==> src/rtl/dma_addr_pkg.sv <==
package dma_addr_pkg;
  typedef enum logic {
    XFER_BYTE = 1'b0,
    XFER_WORD = 1'b1
  } xfer_size_e;

  localparam int unsigned LANE_W = 8;
endpackage

==> src/rtl/dma_addr_rst_sync.sv <==
module dma_addr_rst_sync #(
  parameter int unsigned STAGES = 2
) (
  input  logic clk,
  input  logic arst_n,
  output logic srst_n
);
  logic [STAGES-1:0] sync_q;

  always_ff @(posedge clk or negedge arst_n) begin
    if (!arst_n) sync_q <= '0;
    else         sync_q <= {sync_q[STAGES-2:0], 1'b1};
  end

  assign srst_n = sync_q[STAGES-1];
endmodule

==> src/rtl/dma_addr_lane_merge.sv <==
module dma_addr_lane_merge
  import dma_addr_pkg::*;
#(
  parameter int unsigned ADDR_W = 16,
  localparam int unsigned NLANES = ADDR_W / LANE_W
) (
  input  logic [ADDR_W-1:0] cur_val,
  input  logic [ADDR_W-1:0] wr_data,
  input  logic [NLANES-1:0] lane_en,
  output logic [ADDR_W-1:0] merged
);
  for (genvar g = 0; g < NLANES; g++) begin : g_lane
    assign merged[g*LANE_W +: LANE_W] = lane_en[g] ? wr_data[g*LANE_W +: LANE_W]
                                                   : cur_val[g*LANE_W +: LANE_W];
  end
endmodule

==> src/rtl/dma_addr_stepper.sv <==
module dma_addr_stepper
  import dma_addr_pkg::*;
#(
  parameter int unsigned ADDR_W = 16
) (
  input  logic [ADDR_W-1:0] cur_val,
  input  xfer_size_e        size,
  output logic [ADDR_W-1:0] aligned,
  output logic [ADDR_W-1:0] stepped
);
  localparam logic [ADDR_W-1:0] BYTE_STEP = ADDR_W'(1);
  localparam logic [ADDR_W-1:0] WORD_STEP = ADDR_W'(2);

  always_comb begin
    if (size == XFER_WORD) begin
      aligned = {cur_val[ADDR_W-1:1], 1'b0};
      stepped = aligned + WORD_STEP;
    end else begin
      aligned = cur_val;
      stepped = aligned + BYTE_STEP;
    end
  end
endmodule

==> src/rtl/dma_addr_reg.sv <==
module dma_addr_reg
  import dma_addr_pkg::*;
#(
  parameter int unsigned ADDR_W      = 16,
  parameter int unsigned SYNC_STAGES = 2,
  localparam int unsigned NLANES     = ADDR_W / LANE_W
) (
  input  logic              clk,
  input  logic              rst_n,
  input  logic              cpu_wr_en,
  input  logic [NLANES-1:0] cpu_be,
  input  logic [ADDR_W-1:0] cpu_wdata,
  output logic [ADDR_W-1:0] cpu_rdata,
  input  logic              xfer_word,
  input  logic              xfer_active,
  input  logic              xfer_done,
  output logic [ADDR_W-1:0] dp_addr
);
  logic              rst_sync_n;
  logic [ADDR_W-1:0] addr_q, addr_d;
  logic [ADDR_W-1:0] merged, aligned, stepped;
  logic              wr_ok, addr_en;
  xfer_size_e        size;

  assign size = xfer_size_e'(xfer_word);

  dma_addr_rst_sync #(.STAGES(SYNC_STAGES)) u_rst_sync (
    .clk    (clk),
    .arst_n (rst_n),
    .srst_n (rst_sync_n)
  );

  dma_addr_lane_merge #(.ADDR_W(ADDR_W)) u_merge (
    .cur_val (addr_q),
    .wr_data (cpu_wdata),
    .lane_en (cpu_be),
    .merged  (merged)
  );

  dma_addr_stepper #(.ADDR_W(ADDR_W)) u_step (
    .cur_val (addr_q),
    .size    (size),
    .aligned (aligned),
    .stepped (stepped)
  );

  // Next-state: an accepted CPU write takes priority over a step.
  always_comb begin
    wr_ok   = cpu_wr_en & ~xfer_active & (|cpu_be);
    addr_en = wr_ok | xfer_done;
    addr_d  = wr_ok ? merged : stepped;
  end

  always_ff @(posedge clk or negedge rst_sync_n) begin
    if (!rst_sync_n)  addr_q <= '0;
    else if (addr_en) addr_q <= addr_d;
  end

  assign cpu_rdata = addr_q;
  assign dp_addr   = aligned;
endmodule

==> config.mk <==
export PLATFORM = sky130hd
export DESIGN_NAME = dma_addr_reg
export DESIGN_NICKNAME = d
export VERILOG_FILES = /design/src/rtl/dma_addr_pkg.sv /design/src/rtl/dma_addr_rst_sync.sv /design/src/rtl/dma_addr_lane_merge.sv /design/src/rtl/dma_addr_stepper.sv /design/src/rtl/dma_addr_reg.sv
export SDC_FILE = /design/constraint.sdc
export NUM_CORES = 1
export LEC_CHECK = 0
export ABC_AREA = 0
export CAP_MARGIN = 20
export CORE_MARGIN = 3
export CORE_UTILIZATION = 46
export DETAILED_ROUTE_END_ITERATION = 16
export PLACE_DENSITY_LB_ADDON = 0.1
export SLEW_MARGIN = 25
export SYNTH_ARGS = -nofsm -noshare
export SYNTH_HDL_FRONTEND = slang
export SYNTH_SLANG_ARGS = --single-unit
==> constraint.sdc <==
create_clock -name clk -period 1.8 [get_ports clk]
set_input_delay 0.18 -clock clk [delete_from_list [all_inputs] [get_ports clk]]
set_output_delay 0.18 -clock clk [all_outputs]
set_load 0.03 [all_outputs]
==> metrics, run 1 <==
final wirelength 4120 um; CTS clock-pin slew for the worst setup and hold paths 0.12 ns; number of DRC markers in iteration 0 slightly below 100; CP max FO 7; average wire per standard cell 16.8 um; drt via density 6.22; total track usage 0.252; ratio of total power to cell area 1210 mW/mm^2; crit path from cpu_rdata[1]; Slew @ Worst Pin 0.692 ns; fillers ~190; Worst EP required 2.04 ns; dpl ws -0.100 ns; initial core utilization 0.508; DPL Wire Length 3080 um; Hold Vio Cnt, Final 0; worst hold path class in2async; die area 0.00354 sq mm; worst-skew pair later-pin latency 0.31 ns; vias in the first global route 1,514; I/O pin count 56; row count 18; R2R depth 5; total power after layout 0.00245 W; cts bufs inserted 3; leakage power between 0.7 and 0.8 nW; Setup Viol. Count Final 0; Fin Setup TNS 0 ns; r2r startpoint cpu_rdata[1]; fin nets 242; Tcrit/Tclk final 0.987; Synth area leader dfrtp_1; Final Skew 0.00571 ns; count of input and output buffers 55; path type of the worst setup path reg2reg; Cells after Synth between 100 and 150; mapped cell area 0.00132 sq mm; gpl congestion approximately 0.85; TritonCTS clock tree done; Area growth syn-to-layout 53.9%; leading cell type in the layout, fill and taps excluded clkdlybuf4s50_1; root buf cell clkbuf_4; CTS HTree Levels 1; Pre-antenna DRT Iters 4; Core Footprint 0.00259 sq mm; die width approximately 59 um; FF-to-FF setup slack 0.02 ns; hold_buf cts 0; via count 1,523; Routed Antenna Nets 0; Critical Path AT 2.01 ns; normalized max-slew margin 0.538; VDD IR max about 0.0012 V; register area share after synthesis 0.343; max-cap viol count 0; most frequent cells in the layout 54 x clkdlybuf4s50_1, 29 x buf_4, 15 x dfrtp_1, 11 x a21oi_1, 9 x nor2_1; unrepaired setup endpoints after global routing yes; Max Clk Rate between 0.5 and 0.6 GHz; startpoint types flop; initial antenna violation count 0; Post-synth EDFFs 0; outcome finished clean; Max Root-Sink Buffers 2; Slew Limit Fails 0; Worst Setup End Kind flop; post-route setup slack around 0.023 ns; Area contributors post-synth dfrtp_1 34%, buf_4 9.1%, o32ai_1 4.7%, a21oi_1 4.2%, o22ai_1 3.8%; Sink Count 18; Top FF cell, synth dfrtp_1; asr flop ratio synth 1.00; R2R Path End cpu_rdata[15]; syn_nets 175; Yosys Warn Count 0; post-synth top area share 0.343; GRT overflow 0; first-pass GRT wire length 6740 um; Synth Area per Inst 8.83 sq um; number of diodes 0; Vert. Die Dim 59.5 um; DR DRC count 0; min Tclk post-route approximately 1.8 ns; Fin Hold WS 0.0138 ns; Yosys cell types 43; share of post-route cells with drive strength above 1 0.209; flops & latches, synth 18; largest net degree at the start of global routing 17
per-stage QoR:
stage                     std cells  utilization  instance area, sq um
after floorplan                 149            -                  1320
after global placement          240        0.759                  1970
after detailed placement        240        0.759                  1970
after CTS                       244        0.773                  2000
after global routing            245        0.782                  2020
final                           245        0.782                  2020
timing repair:
| action | 4_1_cts | 5_1_grt |
|---|---|---|
| setup buffers | 0 | 1 |
| endpoints found under the setup margin | 0 | 6 |
| gates resized for setup | 0 | 2 |
worst max-delay path by stage:
| stage | end | slack (ns) |
|---|---|---|
| 2_1_floorplan | cpu_rdata[13] | -0.02 |
| 3_3_place_gp | cpu_rdata[12] | -0.07 |
| 3_5_place_dp | cpu_rdata[12] | -0.10 |
| 4_1_cts | cpu_rdata[13] | 0.02 |
| 5_1_grt | cpu_rdata[14] | -0.05 |
| 6_report | cpu_rdata[15] | 0.02 |
power breakdown:
group	total (W)	switching (W)	leakage, nW	internal [W]
registers	0.000649	0.000141	0.214	0.000508
logic	0.00153	0.000839	0.564	0.000690
clock network	0.000271	0.000147	0.0210	0.000124
total	0.00245	0.00113	0.799	0.00132
flip-flops by register name (all words and copies together) (netlist names):
name / cells
u_rst_sync.sync_q: 2
cpu_rdata: 16
per-layer routing:
metal | vias up | GRT usage | wire length [um]
li1 | 690 | - | -
met1 | 722 | 0.326 | 1650
met2 | 94 | 0.415 | 2040
met3 | 17 | 0.0370 | 315
met4 | 0 | 0.107 | 114
met5 | - | 0 | 0
critical path: stages (launching register included):
cell	delay, ns
dfrtp_2	0.44
ha_2	0.23
o211ai_4	0.10
or4_4	0.53
or2_0	0.22
o211ai_1	0.17
synth_stat cells (all sizes together), types with 3 or more instances:
library cell and instances:
o22ai 8, dfrtp 18, or2 3, or3 3
nand3 3, a211oi 4, nand2 8, inv 5
o21ai 7, buf 20, a21boi 3, a21oi 11
a22oi 4, nor2 9, o32ai 7, o211ai 4
kinds of logic after synthesis:
family / Yosys count / share of synthesized area
buf+inv: 26 / 0.123
compound gates: 60 / 0.325
flops: 18 / 0.343
mux: 2 / 0.0152
fa+ha+maj: 2 / 0.0190
other cells: 1 / 0.00285
simple gates: 40 / 0.172
cell type report:
class,count,area [sq um],share of cell area
Sequential cell,18,454,0.224
Timing Repair Buffer,83,758,0.375
Inverter,5,18.8,0.00927
Tap cell,30,37.5,0.0185
Multi-Input combinational cell,105,719,0.355
Clock buffer,4,36.3,0.0179
Power figures use the tool's default switching activity.
==> inputs of run 2 (changes only) <==
Settings changed: HOLD_SLACK_MARGIN set to 0.02.
==> run 2 against run 1 <==
Effect of this change:
- hold slack improved by 0.28 ns
- worst setup slack improved by 0.00084 ns
- sequential share of layout area decreased by 0.11 points
- core utilization increased by 0.39 points
- die area unchanged
==> metrics, run 2 (synthesis results as in run 1) <==
min Tclk post-route 1.78 ns (-0.000843 ns); CP max FO 7 (unchanged); Pre-antenna DRT Iters 4 (unchanged); initial core utilization 0.508 (unchanged); root buf cell clkbuf_4; most frequent cells in the layout 54 x clkdlybuf4s50_1, 29 x buf_4, 15 x dfrtp_1, 11 x a21oi_1, 9 x nor2_1; unrepaired setup endpoints after global routing yes; number of DRC markers in iteration 0 96 (-3.0%); Sink Count 18 (unchanged); r2r startpoint cpu_rdata[1]; GRT met1 Usage 0.326 (unchanged); fin nets 243 (+0.41%); design area 0.00203 sq mm (+0.49%); GRT overflow 0 (unchanged); Global Route met3 Usage 0.0370 (unchanged); die area 0.00354 sq mm (unchanged); crit-path max cell delay 0.53 ns (about the same); final wirelength 4070 um (-1.3%); ratio of total power to cell area 1200 mW/mm^2 (-0.48%); Slew @ Worst Pin 0.696 ns (+0.00327 ns); max FFs per register 16 (unchanged); vias in the first global route 1,514 (unchanged); DPL Wire Length 3080 um (unchanged); Worst Setup End Kind flop; Max Root-Sink Buffers 2 (unchanged); Worst EP required 2.04 ns (about the same); GR Layer Usage met2 0.415 (unchanged); startpoint types flop; TritonCTS clock tree done; VDD IR max 0.00120 V (-0.47%); worst hold path class reg2async; average wire per standard cell 16.5 um (-1.7%); share of post-route cells with drive strength above 1 0.208 (-0.000969); worst-skew pair later-pin latency 0.31 ns (about the same); Top Usage Layer GRT met2; Hold Vio Cnt, Final 0 (unchanged); path type of the worst setup path reg2reg; I/O pin count 56 (unchanged); worst-path cell chain ha_2 > o211ai_4 > or4_4 > or2_0 > o211ai_1; Tcrit/Tclk final 0.987 (about the same); Vert. Die Dim 59.5 um (unchanged); Setup Viol. Count Final 0 (unchanged); die width 59.5 um (unchanged); FF-to-FF setup slack 0.02 ns (about the same); Fin Hold WS 0.296 ns (+0.282 ns); R2R Path End cpu_rdata[15]; R2R depth 5 (unchanged); total power after layout 0.00245 W (about the same); fillers 183 (-1.1%); row count 18 (unchanged); first-pass GRT wire length 6740 um (unchanged); max-cap viol count 0 (unchanged); CP max stage cell or4_4; via count 1,497 (-1.7%); CP delay by family, top simple AND/OR/NAND/NOR gates; leading cell type in the layout, fill and taps excluded clkdlybuf4s50_1; DP Area 0.00197 sq mm (unchanged); Area growth syn-to-layout 54.7%; DR DRC count 0 (unchanged); CTS clock-pin slew for the worst setup and hold paths 0.12 ns (about the same); total track usage 0.252 (unchanged); Slew Limit Fails 0 (unchanged); gpl congestion 0.850 (unchanged); Routed Antenna Nets 0 (unchanged); outcome finished clean; normalized max-slew margin 0.536 (-0.00218); number of diodes 0 (unchanged); drt via density 6.09 (-2.1%); leakage power 0.803 nW (+0.52%); cts bufs inserted 3 (unchanged); Critical Path AT 2.01 ns (about the same); Core Footprint 0.00259 sq mm (unchanged); count of input and output buffers 55 (unchanged); initial antenna violation count 0 (unchanged); CTS HTree Levels 1 (unchanged); largest net degree at the start of global routing 17 (unchanged); crit path buf inv count 0 (unchanged); Max Clk Rate 0.563 GHz (about the same); Final Skew 0.00172 ns (-0.00398 ns)
[run 2: cell count changes in the layout (fill, tap and decap cells not counted), sizes merged]
cell,delta
dlygate4sd3,+1
[run 2: how the worst max path moves through the flow]
stage / start / to / slack, ns / cells after the start
2_1_floorplan: cpu_rdata[1] / cpu_rdata[13] / -0.02 / 5
3_3_place_gp: xfer_word / cpu_rdata[12] / -0.07 / 5
3_5_place_dp: xfer_word / cpu_rdata[12] / -0.10 / 5
4_1_cts: cpu_rdata[1] / cpu_rdata[13] / 0.02 / 5
5_1_grt: cpu_rdata[1] / cpu_rdata[14] / -0.05 / 5
6_report: cpu_rdata[1] / cpu_rdata[15] / 0.02 / 5
[run 2: metrics by stage]
step                utilization  setup WS [ns]  TNS (ns)  cells
global placement          0.759        -0.0697    -0.262    240
floorplan                     -        -0.0156   -0.0346    149
finish                    0.786         0.0241         0    246
detailed placement        0.759         -0.100    -0.566    240
CTS                       0.773         0.0173         0    244
global route              0.786        -0.0475    -0.144    246
[run 2: timing repair]
action / CTS / global route
hold endpoints to repair: 0 / 2
hold buffers: 0 / 1
setup endpoints to repair: 0 / 6
setup buffers: 0 / 1
resized for setup: 0 / 2
[run 2: report_power, final]
part           switching, W  total, W  internal (W)
Sequential         0.000140  0.000649      0.000508
Clock              0.000147  0.000270      0.000124
Combinational      0.000839   0.00153      0.000692
[run 2: layout make-up]
type | instances | area, sq um | share of cell area
flip-flops and latches | 18 | 454 | 0.223
multi-input cells | 105 | 719 | 0.354
inverters | 5 | 18.8 | 0.00923
repair buffers | 84 | 768 | 0.378
well taps | 30 | 37.5 | 0.0185
clock buffers | 4 | 36.3 | 0.0178
[run 2: layer usage]
layer	vias to the layer above	routed length [um]
met5	-	0
met1	712	1640
met2	80	2040
met4	0	79
li1	696	-
met3	9	306
==> inputs of run 3 (changes only) <==
Settings changed: CORE_UTILIZATION 46 to 42, TNS_END_PERCENT set to 100.
Clock period 1.8 ns to 2 ns, I/O delays scaled along.
==> run 3 against run 2 <==
Effect of this change:
- non-clock buffer count decreased by 9
- worst setup slack improved by 0.064 ns
- sequential power decreased by 7.4%
- count of clock-buffer cells in the layout decreased by 1
- clock skew up 0.0022 ns
- clock power shrank 29%
- largest power group unchanged
- first-iteration DRC count fell by 29%
==> metrics, run 3 (synthesis results as in run 1) <==
average wire per standard cell 15.3 um (-7.3%); DPL Wire Length 2890 um (-6.1%); share of post-route cells with drive strength above 1 0.141 (-0.0676); leading cell type in the layout, fill and taps excluded clkdlybuf4s50_1; Slew @ Worst Pin 0.704 ns (+0.00890 ns); root buf cell clkbuf_4; initial antenna violation count 0 (unchanged); startpoint types input port; max FFs per register 16 (unchanged); initial core utilization 0.457 (-0.0506); CTS clock-pin slew for the worst setup and hold paths 0.11 ns (about the same); Worst EP required 1.80 ns (-0.24 ns); cts bufs inserted 3 (unchanged); Post-CTS Setup Bufs 0 (unchanged); number of diodes 0 (unchanged); total track usage 0.208 (-0.0442); VDD IR max 0.000674 V (-44%); I/O pin count 56 (unchanged); Final Skew 0.00393 ns (+0.00221 ns); post-layout util 0.677 (-0.108); Hold Vio Cnt, Final 0 (unchanged); path type of the worst setup path in2out; Core Footprint 0.00288 sq mm (+11%); GRT overflow 0 (unchanged); worst-skew pair later-pin latency 0.30 ns (about the same); unrepaired setup endpoints after global routing no; min Tclk post-route ~1.9 ns; Sink Count 18 (unchanged); fillers 246 (+34%); die width 62.0 um (+4.2%); die area 0.00384 sq mm (+8.5%); Critical Path AT 1.71 ns (-0.30 ns); max-cap viol count 0 (unchanged); hold_buf cts 0 (unchanged); via count 1,426 (-4.7%); row count 19 (+1); drt via density 5.75 (-5.5%); TritonCTS clock tree done; Area growth syn-to-layout 48.1%; fin nets 234 (-3.7%); outcome finished clean; register area 450 sq um (-0.83%); Routed Antenna Nets 0 (unchanged); total power after layout 0.00204 W (-17%); Max Clk Rate 0.523 GHz; count of input and output buffers 55 (unchanged); area of the multi-input gates 703 sq um (-2.3%); Max Root-Sink Buffers 2 (unchanged); Pre-antenna DRT Iters 5 (+1); most frequent cells in the layout 55 x clkdlybuf4s50_1, 20 x buf_4, 18 x dfrtp_1, 11 x a21oi_1, 9 x nor2_1; crit path buf inv count 3 (+3); ratio of total power to cell area 1050 mW/mm^2 (-13%); Tcrit/Tclk final 0.956; final wirelength 3800 um (-6.5%); DR DRC count 0 (unchanged); CP max FO 5 (-2); number of DRC markers in iteration 0 68 (-29%); CTS HTree Levels 1 (unchanged); Worst Setup End Kind output port; largest net degree at the start of global routing 17 (unchanged); worst hold path class in2async; CP delay by family, top buffers and inverters; CP max stage cell clkdlybuf4s50_1; CP dominant cell by count clkdlybuf4s50_1; vias in the first global route 1,381 (-8.8%); Slew Limit Fails 0 (unchanged); dpl ws -0.0121 ns (+0.0883 ns); leakage power 0.757 nW (-5.8%); normalized max-slew margin 0.530 (-0.00593); first-pass GRT wire length 6030 um (-11%); worst-path cell chain clkdlybuf4s50_1 > buf_4 > nor2b_1 > clkdlybuf4s50_1; Vert. Die Dim 62.0 um (+4.2%); Setup Viol. Count Final 0 (unchanged); gpl congestion 0.865 (+1.8%); crit-path max cell delay 0.67 ns (+0.14 ns); post-route setup slack 0.0878 ns (+0.0637 ns); PostCTS Resize Cnt 0 (unchanged)
## run 3: area by class of cell
type	instances	share of cell area
multi-input cells	105	0.361
well taps	42	0.0270
clock buffers	3	0.0116
inverters	5	0.00963
flip-flops and latches	18	0.231
repair buffers	75	0.360
## run 3: final timing paths
kind | startpoint | to | slack (ns) | cells after the start
max | xfer_word | dp_addr[0] | 0.09 | 4
min | rst_n | u_rst_sync.sync_q[1] | 0.04 | 1
min in group clk | u_rst_sync.sync_q[0] | u_rst_sync.sync_q[1] | 0.36 | 0
max in group asynchronous | u_rst_sync.sync_q[1] | cpu_rdata[7] | 1.26 | 0
min reg2reg | u_rst_sync.sync_q[1] | cpu_rdata[1] | 0.30 | 0
max reg2reg | cpu_rdata[2] | cpu_rdata[15] | 0.21 | 5
## run 3: layer usage
metal,global-route usage,part of all wire,vias up
met3,0.0269,0.057,6
met5,0,0,-
met1,0.263,0.43,683
li1,-,-,679
met2,0.359,0.49,58
met4,0.0727,0.014,0
## run 3: where the power goes
part	internal, W	total, W	switching (W)
sequential	0.000453	0.000601	0.000148
clock	0.0000703	0.000193	0.000122
combinational	0.000550	0.00124	0.000693
## run 3: through the flow
step | instances | cell area, sq um | hold WS, ns | TNS, ns
after floorplan | 149 | 1320 | -0.0956 | 0
after global placement | 245 | 1930 | 0.306 | 0
after detailed placement | 245 | 1930 | 0.322 | -0.0121
after CTS | 248 | 1950 | 0.0457 | 0
after global routing | 248 | 1950 | 0.0414 | 0
final | 248 | 1950 | 0.0392 | 0
## run 3: worst register-to-register path: stages (launching register included)
cell and delay [ns]:
dfrtp_1 0.45, ha_1 0.25, o211ai_4 0.10, or4_4 0.53, or2_0 0.22, o211ai_1 0.17
